<file path="src/rtl/pop_seq_pkg.sv">
package pop_seq_pkg;
  typedef enum logic [1:0] {
    PS_IDLE = 2'd0,
    PS_LOAD = 2'd1,
    PS_FIN  = 2'd2
  } pop_state_e;

  localparam int unsigned PC_IDX = 15;
endpackage

</file>
<file path="src/rtl/pop_decode.sv">
module pop_decode #(
  parameter int unsigned INSTR_W = 16,
  parameter int unsigned MASK_W  = 16,
  parameter int unsigned GPR_N   = 8
) (
  input  logic [INSTR_W-1:0] instr,
  input  logic               in_cond_block,
  input  logic               last_in_block,
  output logic [MASK_W-1:0]  mask,
  output logic               bad
);
  localparam int unsigned OPC_W = INSTR_W - GPR_N - 1;
  localparam logic [OPC_W-1:0] OPC = 7'b1011110;
  localparam int unsigned GAP_W = MASK_W - GPR_N - 1;

  logic opc_hit;
  logic pc_bit;
  logic empty;
  logic pc_misplaced;

  assign opc_hit = instr[INSTR_W-1 -: OPC_W] == OPC;
  assign pc_bit  = instr[GPR_N];
  assign mask    = {pc_bit, {GAP_W{1'b0}}, instr[GPR_N-1:0]};
  assign empty   = mask == '0;
  assign pc_misplaced = pc_bit && in_cond_block && !last_in_block;
  assign bad     = !opc_hit || empty || pc_misplaced;
endmodule

</file>
<file path="src/rtl/pop_pick.sv">
module pop_pick #(
  parameter int unsigned MASK_W = 16,
  parameter int unsigned IDX_W  = 4
) (
  input  logic [MASK_W-1:0] mask,
  output logic [IDX_W-1:0]  idx,
  output logic [MASK_W-1:0] rest,
  output logic              final_one
);
  logic [MASK_W-1:0] low_oh;
  logic [IDX_W-1:0]  part [MASK_W];

  assign low_oh = mask & (~mask + 1'b1);

  for (genvar g = 0; g < MASK_W; g++) begin : g_enc
    if (g == 0) begin : g_first
      assign part[g] = '0;
    end else begin : g_next
      assign part[g] = part[g-1] | (low_oh[g] ? IDX_W'(g) : '0);
    end
  end

  assign idx       = part[MASK_W-1];
  assign rest      = mask & ~low_oh;
  assign final_one = rest == '0;
endmodule

</file>
<file path="src/rtl/stack_pop_sequencer.sv">
module stack_pop_sequencer
  import pop_seq_pkg::*;
#(
  parameter int unsigned ADDR_W     = 32,
  parameter int unsigned DATA_W     = 32,
  parameter int unsigned INSTR_W    = 16,
  parameter int unsigned WORD_BYTES = 4
) (
  input  logic              clk,
  input  logic              rst_n,
  input  logic              start,
  input  logic [INSTR_W-1:0] instr,
  input  logic              in_cond_block,
  input  logic              last_in_block,
  input  logic [ADDR_W-1:0] sp_in,
  output logic              mem_req,
  output logic [ADDR_W-1:0] mem_addr,
  input  logic [DATA_W-1:0] mem_rdata,
  input  logic              mem_valid,
  output logic              rf_we,
  output logic [3:0]        rf_idx,
  output logic [DATA_W-1:0] rf_data,
  output logic              branch_valid,
  output logic [ADDR_W-1:0] branch_target,
  output logic              isa_sel,
  output logic              done,
  output logic [ADDR_W-1:0] new_sp,
  output logic              illegal,
  output logic              align_fault
);
  localparam int unsigned MASK_W     = 16;
  localparam int unsigned IDX_W      = $clog2(MASK_W);
  localparam int unsigned GPR_N      = 8;
  localparam int unsigned ALIGN_BITS = $clog2(WORD_BYTES);

  pop_state_e        state_q;
  logic [MASK_W-1:0] mask_q;
  logic [ADDR_W-1:0] addr_q;

  logic [MASK_W-1:0] dec_mask;
  logic              dec_bad;
  logic [IDX_W-1:0]  cur_idx;
  logic [MASK_W-1:0] rest_mask;
  logic              cur_final;
  logic              sp_misaligned;

  pop_decode #(.INSTR_W(INSTR_W), .MASK_W(MASK_W), .GPR_N(GPR_N)) u_decode (
    .instr         (instr),
    .in_cond_block (in_cond_block),
    .last_in_block (last_in_block),
    .mask          (dec_mask),
    .bad           (dec_bad)
  );

  pop_pick #(.MASK_W(MASK_W), .IDX_W(IDX_W)) u_pick (
    .mask      (mask_q),
    .idx       (cur_idx),
    .rest      (rest_mask),
    .final_one (cur_final)
  );

  assign sp_misaligned = sp_in[ALIGN_BITS-1:0] != '0;
  assign mem_req  = state_q == PS_LOAD;
  assign mem_addr = addr_q;

  always_ff @(posedge clk) begin
    if (!rst_n) begin
      state_q       <= PS_IDLE;
      mask_q        <= '0;
      addr_q        <= '0;
      rf_we         <= 1'b0;
      rf_idx        <= '0;
      rf_data       <= '0;
      branch_valid  <= 1'b0;
      branch_target <= '0;
      isa_sel       <= 1'b0;
      done          <= 1'b0;
      new_sp        <= '0;
      illegal       <= 1'b0;
      align_fault   <= 1'b0;
    end else begin
      rf_we        <= 1'b0;
      branch_valid <= 1'b0;
      done         <= 1'b0;
      illegal      <= 1'b0;
      align_fault  <= 1'b0;
      unique case (state_q)
        PS_IDLE: begin
          if (start) begin
            if (dec_bad || sp_misaligned) begin
              done        <= 1'b1;
              illegal     <= dec_bad;
              align_fault <= !dec_bad;
              new_sp      <= sp_in;
            end else begin
              mask_q  <= dec_mask;
              addr_q  <= sp_in;
              state_q <= PS_LOAD;
            end
          end
        end
        PS_LOAD: begin
          if (mem_valid) begin
            if (cur_idx == IDX_W'(PC_IDX)) begin
              branch_valid  <= 1'b1;
              branch_target <= {mem_rdata[ADDR_W-1:1], 1'b0};
              isa_sel       <= mem_rdata[0];
            end else begin
              rf_we   <= 1'b1;
              rf_idx  <= cur_idx;
              rf_data <= mem_rdata;
            end
            mask_q <= rest_mask;
            addr_q <= addr_q + ADDR_W'(WORD_BYTES);
            if (cur_final) state_q <= PS_FIN;
          end
        end
        PS_FIN: begin
          done    <= 1'b1;
          new_sp  <= addr_q;
          state_q <= PS_IDLE;
        end
        default: state_q <= PS_IDLE;
      endcase
    end
  end

  AST_REQ_HOLD: assert property (@(posedge clk) disable iff (!rst_n)
    mem_req && !mem_valid |=> mem_req && $stable(mem_addr));
  AST_REQ_ALIGNED: assert property (@(posedge clk) disable iff (!rst_n)
    mem_req |-> mem_addr[ALIGN_BITS-1:0] == '0);
  AST_DONE_PULSE: assert property (@(posedge clk) disable iff (!rst_n)
    done |=> !done);
  AST_BRANCH_LAST: assert property (@(posedge clk) disable iff (!rst_n)
    branch_valid |=> done);
  AST_FAULT_QUIET: assert property (@(posedge clk) disable iff (!rst_n)
    (illegal || align_fault) |-> !rf_we && !branch_valid && !mem_req);
  AST_WE_LOW_IDX: assert property (@(posedge clk) disable iff (!rst_n)
    rf_we |-> rf_idx < 4'(GPR_N));
endmodule

</file>
<file path="config.mk">
export PLATFORM = sky130hd
export DESIGN_NAME = stack_pop_sequencer
export DESIGN_NICKNAME = d
export VERILOG_FILES = /design/src/rtl/pop_seq_pkg.sv /design/src/rtl/pop_decode.sv /design/src/rtl/pop_pick.sv /design/src/rtl/stack_pop_sequencer.sv
export SDC_FILE = /design/constraint.sdc
export NUM_CORES = 1
export LEC_CHECK = 0
export BUFFER_PORTS_ARGS = -buffer_cell sky130_fd_sc_hd__buf_2
export CAP_MARGIN = 15
export CORE_MARGIN = 8
export CORE_UTILIZATION = 55
export DETAILED_ROUTE_END_ITERATION = 6
export PLACE_DENSITY = 0.84
export SKIP_CTS_REPAIR_TIMING = 1
export SLEW_MARGIN = 20
export SYNTH_ARGS = -nofsm -noshare
export SYNTH_HDL_FRONTEND = slang
export SYNTH_HIERARCHICAL = 1
export SYNTH_SLANG_ARGS = --single-unit
</file>
<file path="constraint.sdc">
create_clock -name clk -period 5 [get_ports clk]
set_input_delay 0.75 -clock clk [delete_from_list [all_inputs] [get_ports clk]]
set_output_delay 0.75 -clock clk [all_outputs]
set_load 0.01 [all_outputs]
</file>
==> results of run 1 <==
-- critical path, cell delays in order, from the launching register on --
cell	delay (ns)
dfxtp_1	0.68
buf_4	0.41
nand2b_1	0.12
inv_1	0.65
buf_2	0.27
-- report_power, final --
group | switching [mW] | internal (mW)
combinational | 0.0995 | 0.0645
clock | 0.536 | 0.810
sequential | 0.0100 | 1.25
-- registers in the layout, indices dropped and copies added (netlist names) --
| signal | cells |
|---|---|
| new_sp | 32 |
| rf_idx | 4 |
| rf_we | 1 |
| branch_target | 31 |
| branch_valid | 1 |
| state_q | 2 |
| isa_sel | 1 |
| done | 1 |
| illegal | 1 |
| align_fault | 1 |
| mem_addr | 32 |
| mask_q | 16 |
| rf_data | 32 |
-- cell type report --
| class | instances | area (um2) | area share [%] |
|---|---|---|---|
| Timing Repair Buffer | 230 | 1169 | 12.60 |
| Clock inverter | 14 | 180.2 | 1.942 |
| Inverter | 17 | 66.31 | 0.7148 |
| Tap cell | 180 | 225.2 | 2.428 |
| Clock buffer | 18 | 439.2 | 4.734 |
| Multi-Input combinational cell | 680 | 4093 | 44.11 |
| Sequential cell | 155 | 3103 | 33.45 |
| Antenna cell | 1 | 2.502 | 0.02697 |
-- metal layers --
layer | wire (um) | GRT usage [%]
met5 | 13 | 0
met1 | 9480 | 30.96
met2 | 10180 | 36.98
met3 | 2365 | 7.255
met4 | 659 | 11.04
-- worst max path at each step --
stage / end / depth (start not counted) / start / slack (ns)
after floorplan: mem_addr[17] / 9 / instr[9] / 2.49
after global placement: mem_addr[2] / 9 / instr[9] / 1.66
after detailed placement: mask_q[4] / 9 / instr[9] / 1.55
after CTS: mem_req / 4 / state_q[0] / 1.69
after global routing: mem_req / 4 / state_q[0] / 1.57
final: mem_req / 4 / state_q[0] / 1.68
-- cells in the mapped netlist (9+ instances only) --
library cell,n,share of area [%]
a21oi_1,92,6.0
nor3_1,22,1.4
buf_2,18,1.2
nand4_1,11,0.89
nor4_1,12,0.98
a211oi_1,39,3.8
and4_1,9,1.0
a31oi_1,9,0.73
clkbuf_1,42,2.0
inv_1,16,0.78
nand2_1,193,9.4
mux2i_1,27,3.5
a311oi_2,17,3.3
buf_4,21,2.0
nand3_1,12,0.78
dfxtp_1,155,40
nor2_1,81,4.0
o21ai_0,14,0.91
-- metrics by stage --
| stage | hold slack, ns | instances |
|---|---|---|
| after CTS | 0.4527 | 1294 |
| final | 0.4501 | 1295 |
| after global placement | 0.4384 | 1262 |
| after detailed placement | 0.4441 | 1262 |
| after global routing | 0.4646 | 1295 |
| after floorplan | 0.4805 | 947 |
-- cells by family (layout without fill, tap and decap cells) --
group | count (synthesis) | after routing | share of synthesized area, %
multiplexers | 27 | 27 | 3.513
buffers and inverters | 112 | 279 | 7.206
flip-flops | 155 | 155 | 40.34
other | 3 | 10 | 0.1464
AND/OR/NAND/NOR | 391 | 391 | 24.30
AO/OA/AOI/OAI | 251 | 251 | 24.20
adder cells (fa/ha/maj) | 2 | 2 | 0.2928
==> flow_summary.toml, run 1 <==
[global_routing]
grt_max_degree = 88
grt_pass1_wl_um = 36000
grt_pass1_vias = 7183
antenna_found_initial = 2
grt_overflow = 0
grt_use_total_pct = 24.28

[sta]
worst_pin_slew_ns = 1.028
grt_setup_unrepaired = "no"
slew_viol_final = 0
fin_skew_ns = 0.01025
final.setup.tns_ns = 0
timing.fmax_ghz = 0.3016
post-route-min-period_ns = 3.316
hold_viol = 0
finalSetupViolations = 0
worst_slack_ns = 1.684
period_share_pct = 66.32
relSlewSlack_pct = 31.44

[logic_synthesis]
syn_inst = 941
ys_ff_latch = 155
yosysWarningCount = 6
syn_area_mm2 = 0.007692
synthFlopType = "dfxtp_1"
synth_edf_count = 0
ys_types = 84
synth.yosys.seq_area_share_pct = 40.34
synthArstFlopShare_pct = 0
syn_area_per_cell_um2 = 8.175

[power_and_ir_drop]
leakagePower_nw = 4.021
peakVddDrop_mv = 0.2231
power_density_mw_per_mm2 = 299.1
fin_total_pwr_mw = 2.775

[drt]
drc = 0
ant_nets = 0
routed_via_density = 5.941
drt_first_pass_iters = 5
drt_iter0_drc = 687
wire_per_inst_um = 17.52
routed_wl_um = 22690
vias = 7693

[worst_setup_path]
timing.rr.end = "branch_target[18]"
endpoint_kind = "output port"
required_ns = 4.25
r2r_start = "mask_q[2]"
worst-endpoint-arrival_ns = 2.57
worstSetupStartpointType = "flip-flop"
regToRegSetupSlack_ns = 2.01
rr_worst_depth = 8
worstSetupPathType = "flip-flop to output port"
cp_max_fo = 30

[cts]
clock_latency_ns = 0.42
cts_buffers = 17
clkSinkCount = 155
cts-root-buf = "clkbuf_16"
cts_tree = "yes"
clock_path_buffers = 2
h-tree-depth = 4
path_clk_slew_ns = 0.06

[place]
dp_hpwl_um = 15890
dp_slack_ns = 1.549
post_dp_cell_area_mm2 = 0.008640
gp_congestion = 0.9196
port_buffers = 223

[worst_hold_path]
min-delay-start = "rf_data[24]"
hold_path_class = "flip-flop to flip-flop"
min_path_cells = 2
hold_path_end = "rf_data[24]"

[run]
max-cap-violations = 0

[floorplan]
io_pins = 225
num_rows = 43
dieArea_mm2 = 0.01803
start_util_pct = 55.85
die_w_um = 134.3
die_h_um = 134.3
core-area_mm2 = 0.01377

[status]
status = "finished, final reports clean"

[final_layout]
drive_gt1_share_pct = 28.99
final_nets = 1188
design_area_mm2 = 0.009278
synthToLayoutAreaGrowth_pct = 20.61
utilization_pct = 67.36
final_common_cell = "buf_2"
most-common-layout-cells = "223 x buf_2, 191 x nand2_1, 155 x dfxtp_1, 90 x a21oi_1, 80 x nor2_1"
num-fill-cells = 1186
No activity file was read; power rests on OpenSTA's default activity.
==> inputs of run 2 (changes only) <==
--- a/config.mk
+++ b/config.mk
@@ -8,9 +8,9 @@
 export BUFFER_PORTS_ARGS = -buffer_cell sky130_fd_sc_hd__buf_2
 export CAP_MARGIN = 15
 export CORE_MARGIN = 8
-export CORE_UTILIZATION = 55
+export CORE_UTILIZATION = 52
 export DETAILED_ROUTE_END_ITERATION = 6
-export PLACE_DENSITY = 0.84
+export PLACE_DENSITY = 0.8
 export SKIP_CTS_REPAIR_TIMING = 1
 export SLEW_MARGIN = 20
 export SYNTH_ARGS = -nofsm -noshare
==> constraint.sdc (replaced) <==
create_clock -name clk -period 3.4 [get_ports clk]
set_input_delay 0.51 -clock clk [delete_from_list [all_inputs] [get_ports clk]]
set_output_delay 0.51 -clock clk [all_outputs]
set_load 0.01 [all_outputs]
==> run 2 against run 1 <==
Against the previous run:
- sequential cell count stayed put
- power is 43% higher
- critical endpoint unchanged
- clock power is 37% higher
- largest cell class unchanged
- wire length is 0.37% higher
- critical path type unchanged
- non-clock buffer count is 12 higher
- highest routed layer unchanged
==> flow_summary.toml, run 2 (same netlist as run 1, synthesis figures left out) <==
[global_routing]
busiest_layer = "met2"
grt_use_total_pct = 23.33
grt_max_degree = 66
groute.layer.met3.usage_pct = 5.434
antenna_found_initial = 1
use_met1_pct = 30.30
grt_pass1_wl_um = 35730
use_met2_pct = 36.28
grt_overflow = 0
grt_pass1_vias = 7109

[sta]
period_share_pct = 85.48
finalSetupViolations = 0
fin_skew_ns = 0.007355
worst_pin_slew_ns = 0.8362
relSlewSlack_pct = 43.83
final.setup.tns_ns = 0
timing.fmax_ghz = 0.3441
hold_viol = 0
post-route-min-period_ns = 2.906
grt_setup_unrepaired = "no"
slew_viol_final = 0

[floorplan]
num_rows = 44
die_w_um = 137.6
core-area_mm2 = 0.01448
start_util_pct = 53.13
io_pins = 225
die_h_um = 137.6
dieArea_mm2 = 0.01894

[worst_setup_path]
required_ns = 2.89
worst-endpoint-arrival_ns = 2.40
crit_slowest_cell = "dfxtp_1"
crit_start = "state_q[0]"
worst_path_most_repeated_cell = "buf_4"
timing.rr.end = "rf_idx[1]"
rr_worst_depth = 7
worstSetupStartpointType = "flip-flop"
crit_path_cell_trace = "nand2b_1 -> buf_4 -> inv_1 -> buf_4 -> buf_2"
regToRegSetupSlack_ns = 0.86
cp_max_fo = 23
worstSetupPathType = "flip-flop to output port"
timing.critical_path.to = "mem_req"
cpPeakStageDelay_ns = 0.79
endpoint_kind = "output port"
r2r_start = "mask_q[2]"

[final_layout]
utilization_pct = 64.47
synthToLayoutAreaGrowth_pct = 21.36
final_nets = 1200
most-common-layout-cells = "223 x buf_2, 193 x nand2_1, 155 x dfxtp_1, 91 x a21oi_1, 80 x nor2_1"
insertedDiodeCount = 0
design_area_mm2 = 0.009335
drive_gt1_share_pct = 29.40
final_common_cell = "buf_2"

[drt]
drc = 0
ant_nets = 0
drt_first_pass_iters = 5
wire_per_inst_um = 17.39
vias = 7613
routed_wl_um = 22780
drt_iter0_drc = 610
routed_via_density = 5.811

[place]
dp_hpwl_um = 16170
port_buffers = 223
gp_congestion = 0.8837
post_dp_cell_area_mm2 = 0.008757

[status]
status = "finished, final reports clean"

[power_and_ir_drop]
peakVddDrop_mv = 0.3361
power_density_mw_per_mm2 = 424.2
leakagePower_nw = 4.060

[worst_hold_path]
hold_path_class = "input port to flip-flop"

[cts]
path_clk_slew_ns = 0.07
clkSinkCount = 155
clock_path_buffers = 2
h-tree-depth = 4
cts_tree = "yes"
cts_buffers = 17
clock_latency_ns = 0.42
cts-root-buf = "clkbuf_16"

[run]
max-cap-violations = 0
-- run 2: metal layers --
layer,share of wire (%),wire length [um]
met1,42,9570
met2,46,10440
met3,9.6,2197
met4,2.4,558
met5,0.057,13
-- run 2: worst min-delay path by stage --
stage	start	endpoint	slack, ns	depth (start not counted)
after floorplan	branch_target[10]	branch_target[10]	0.48	2
after global placement	rf_data[24]	rf_data[24]	0.44	2
after detailed placement	branch_target[3]	branch_target[3]	0.44	2
after CTS	mem_rdata[3]	branch_target[3]	0.32	3
after global routing	mem_rdata[5]	branch_target[5]	0.32	3
final	mem_rdata[12]	rf_data[12]	0.33	3
-- run 2: stage by stage --
stage,worst slack (ns),total power [mW],hold slack [ns],cells
6_report,0.4936,3.960,0.3319,1310
5_1_grt,0.3669,4.099,0.3197,1310
4_1_cts,0.5533,3.985,0.3191,1310
3_5_place_dp,0.8374,2.146,0.4440,1278
3_3_place_gp,0.8861,2.144,0.4382,1278
2_1_floorplan,1.091,2.034,0.4805,947
-- run 2: layout make-up --
class	instances	area, um2
clock buffer	19	442.9
fill	1257	5144
clock inverter	13	135.1
sequential	155	3103
multi-input combinational	680	4074
timing repair buffer	242	1284
tap	184	230.2
inverter	17	66.31
-- run 2: power by group --
group / internal, mW / switching [mW] / total (mW) / leakage, nW
Sequential: 1.84 / 0.0152 / 1.86 / 1.26
Clock: 1.05 / 0.804 / 1.85 / 0.283
Combinational: 0.0985 / 0.149 / 0.248 / 2.52
-- run 2: critical path, delay by kind of cell, from the launching register on --
family | cells | cell delay [ns]
AND/OR/NAND/NOR | 1 | 0.15
buffers and inverters | 4 | 1.03
flip-flops | 1 | 0.79
==> inputs of run 3 (changes only) <==
--- a/config.mk
+++ b/config.mk
@@ -11,6 +11,7 @@
 export CORE_UTILIZATION = 52
 export DETAILED_ROUTE_END_ITERATION = 6
 export PLACE_DENSITY = 0.8
+export RECOVER_POWER = 25
 export SKIP_CTS_REPAIR_TIMING = 1
 export SLEW_MARGIN = 20
 export SYNTH_ARGS = -nofsm -noshare
==> run 3 against run 2 <==
Against the previous run:
- first-iteration DRC count is 1.5% lower
- clock skew is 0.0010 ns higher
- cell count stayed put
- die area stayed put
- critical path type unchanged
- highest routed layer unchanged
==> flow_summary.toml, run 3 (same netlist as run 1, synthesis figures left out) <==
[power_and_ir_drop]
pwr-share-seq_pct = 47.0
pwr-share-comb_pct = 6.1
p_sw_mw = 0.9735
fin_total_pwr_mw = 3.960
leakagePower_nw = 3.765
peakVddDrop_mv = 0.3348
power_density_mw_per_mm2 = 428.3
clkPwrFrac_pct = 46.9
switching_share_pct = 24.58
p_int_mw = 2.987

[worst_setup_path]
crit_path_cell_trace = "nand2b_1 -> buf_4 -> inv_1 -> buf_4 -> buf_2"
required_ns = 2.89
worstSetupPathType = "flip-flop to output port"
crit_slowest_cell = "dfxtp_1"
cp_max_fo = 23
endpoint_kind = "output port"
worst-endpoint-arrival_ns = 2.37
worstSetupStartpointType = "flip-flop"
worst_path_most_repeated_cell = "buf_4"
cpPeakStageDelay_ns = 0.77

[sta]
timing.fmax_ghz = 0.3478
slew_viol_final = 0
hold_viol = 0
final.setup.tns_ns = 0
fin_skew_ns = 0.008370
post-route-min-period_ns = 2.875
worst_pin_slew_ns = 0.8470
period_share_pct = 84.57
relSlewSlack_pct = 43.11
worst_slack_ns = 0.5246
finalSetupViolations = 0
grt_setup_unrepaired = "no"

[cts]
cts_tree = "yes"
clock_latency_ns = 0.42
path_clk_slew_ns = 0.07
clkSinkCount = 155
clock_path_buffers = 2
cts_buffers = 17
cts-root-buf = "clkbuf_16"
h-tree-depth = 4

[final_layout]
final_common_cell = "nand2_1"
most-common-layout-cells = "193 x nand2_1, 155 x dfxtp_1, 152 x buf_2, 91 x a21oi_1, 80 x nor2_1"
synthToLayoutAreaGrowth_pct = 20.20
drive_gt1_share_pct = 23.09
utilization_pct = 63.86
insertedDiodeCount = 0
final_nets = 1200
stdcell_count = 1310
num-fill-cells = 1294

[floorplan]
die_h_um = 137.6
dieArea_mm2 = 0.01894
num_rows = 44
die_w_um = 137.6
io_pins = 225
start_util_pct = 53.13
core-area_mm2 = 0.01448

[global_routing]
grt_pass1_vias = 7109
grt_use_total_pct = 23.33
grt_overflow = 0
grt_max_degree = 66
antenna_found_initial = 1
grt_pass1_wl_um = 35730

[run]
max-cap-violations = 0

[status]
status = "finished, final reports clean"

[drt]
ant_nets = 0
drc = 0
routed_via_density = 5.828
wire_per_inst_um = 17.47
vias = 7635
drt_first_pass_iters = 5
drt_iter0_drc = 601
routed_wl_um = 22890

[place]
port_buffers = 223
gp_congestion = 0.8837
dp_cells = 1278
dp_slack_ns = 0.8374
dp_hpwl_um = 16170

[worst_hold_path]
hold_path_class = "input port to flip-flop"
==> run 3: per-layer routing <==
| layer | vias up | part of all wire [%] | GRT usage (%) |
|---|---|---|---|
| li1 | 3708 | - | - |
| met2 | 373 | 45 | 36.28 |
| met4 | 2 | 2.4 | 9.958 |
| met1 | 3507 | 43 | 30.30 |
| met3 | 45 | 9.7 | 5.434 |
| met5 | - | 0.057 | 0 |
==> run 3: metrics by stage <==
step | hold slack (ns) | instance area [um2]
floorplan | 0.4805 | 7715
global placement | 0.4382 | 8757
detailed placement | 0.4440 | 8757
CTS | 0.3191 | 9335
global route | 0.3197 | 9246
finish | 0.3308 | 9246
==> run 3: area by class of cell <==
class                      instances  area [um2]  area share, %
multi-input combinational        680        4074          44.06
sequential                       155        3103          33.56
timing repair buffer             242        1195          12.92
clock buffer                      19       442.9          4.790
tap                              184       230.2          2.490
clock inverter                    13       135.1          1.461
inverter                          17       66.31         0.7172
==> run 3: worst paths after layout <==
kind,start,endpoint,slack [ns],cells after the start
hold / removal,mem_rdata[5],branch_target[5],0.33,3
setup / recovery,state_q[0],mem_req,0.52,5
setup reg to reg,mask_q[2],rf_idx[3],0.83,7
hold reg to reg,branch_target[4],branch_target[4],0.45,2
==> run 3: worst max-delay path, delay by kind of cell, from the launching register on <==
kind / cells / cell delay (ns)
flops: 1 / 0.77
simple gates: 1 / 0.14
buf+inv: 4 / 1.02
==> run 3: power by group through the flow <==
stage	Sequential, mW	Clock [mW]	Combinational [mW]
after floorplan	1.91	0	0.121
after global placement	1.90	0	0.245
after detailed placement	1.90	0	0.246
after CTS	1.86	1.88	0.247
after global routing	1.86	1.97	0.264
final	1.86	1.86	0.243
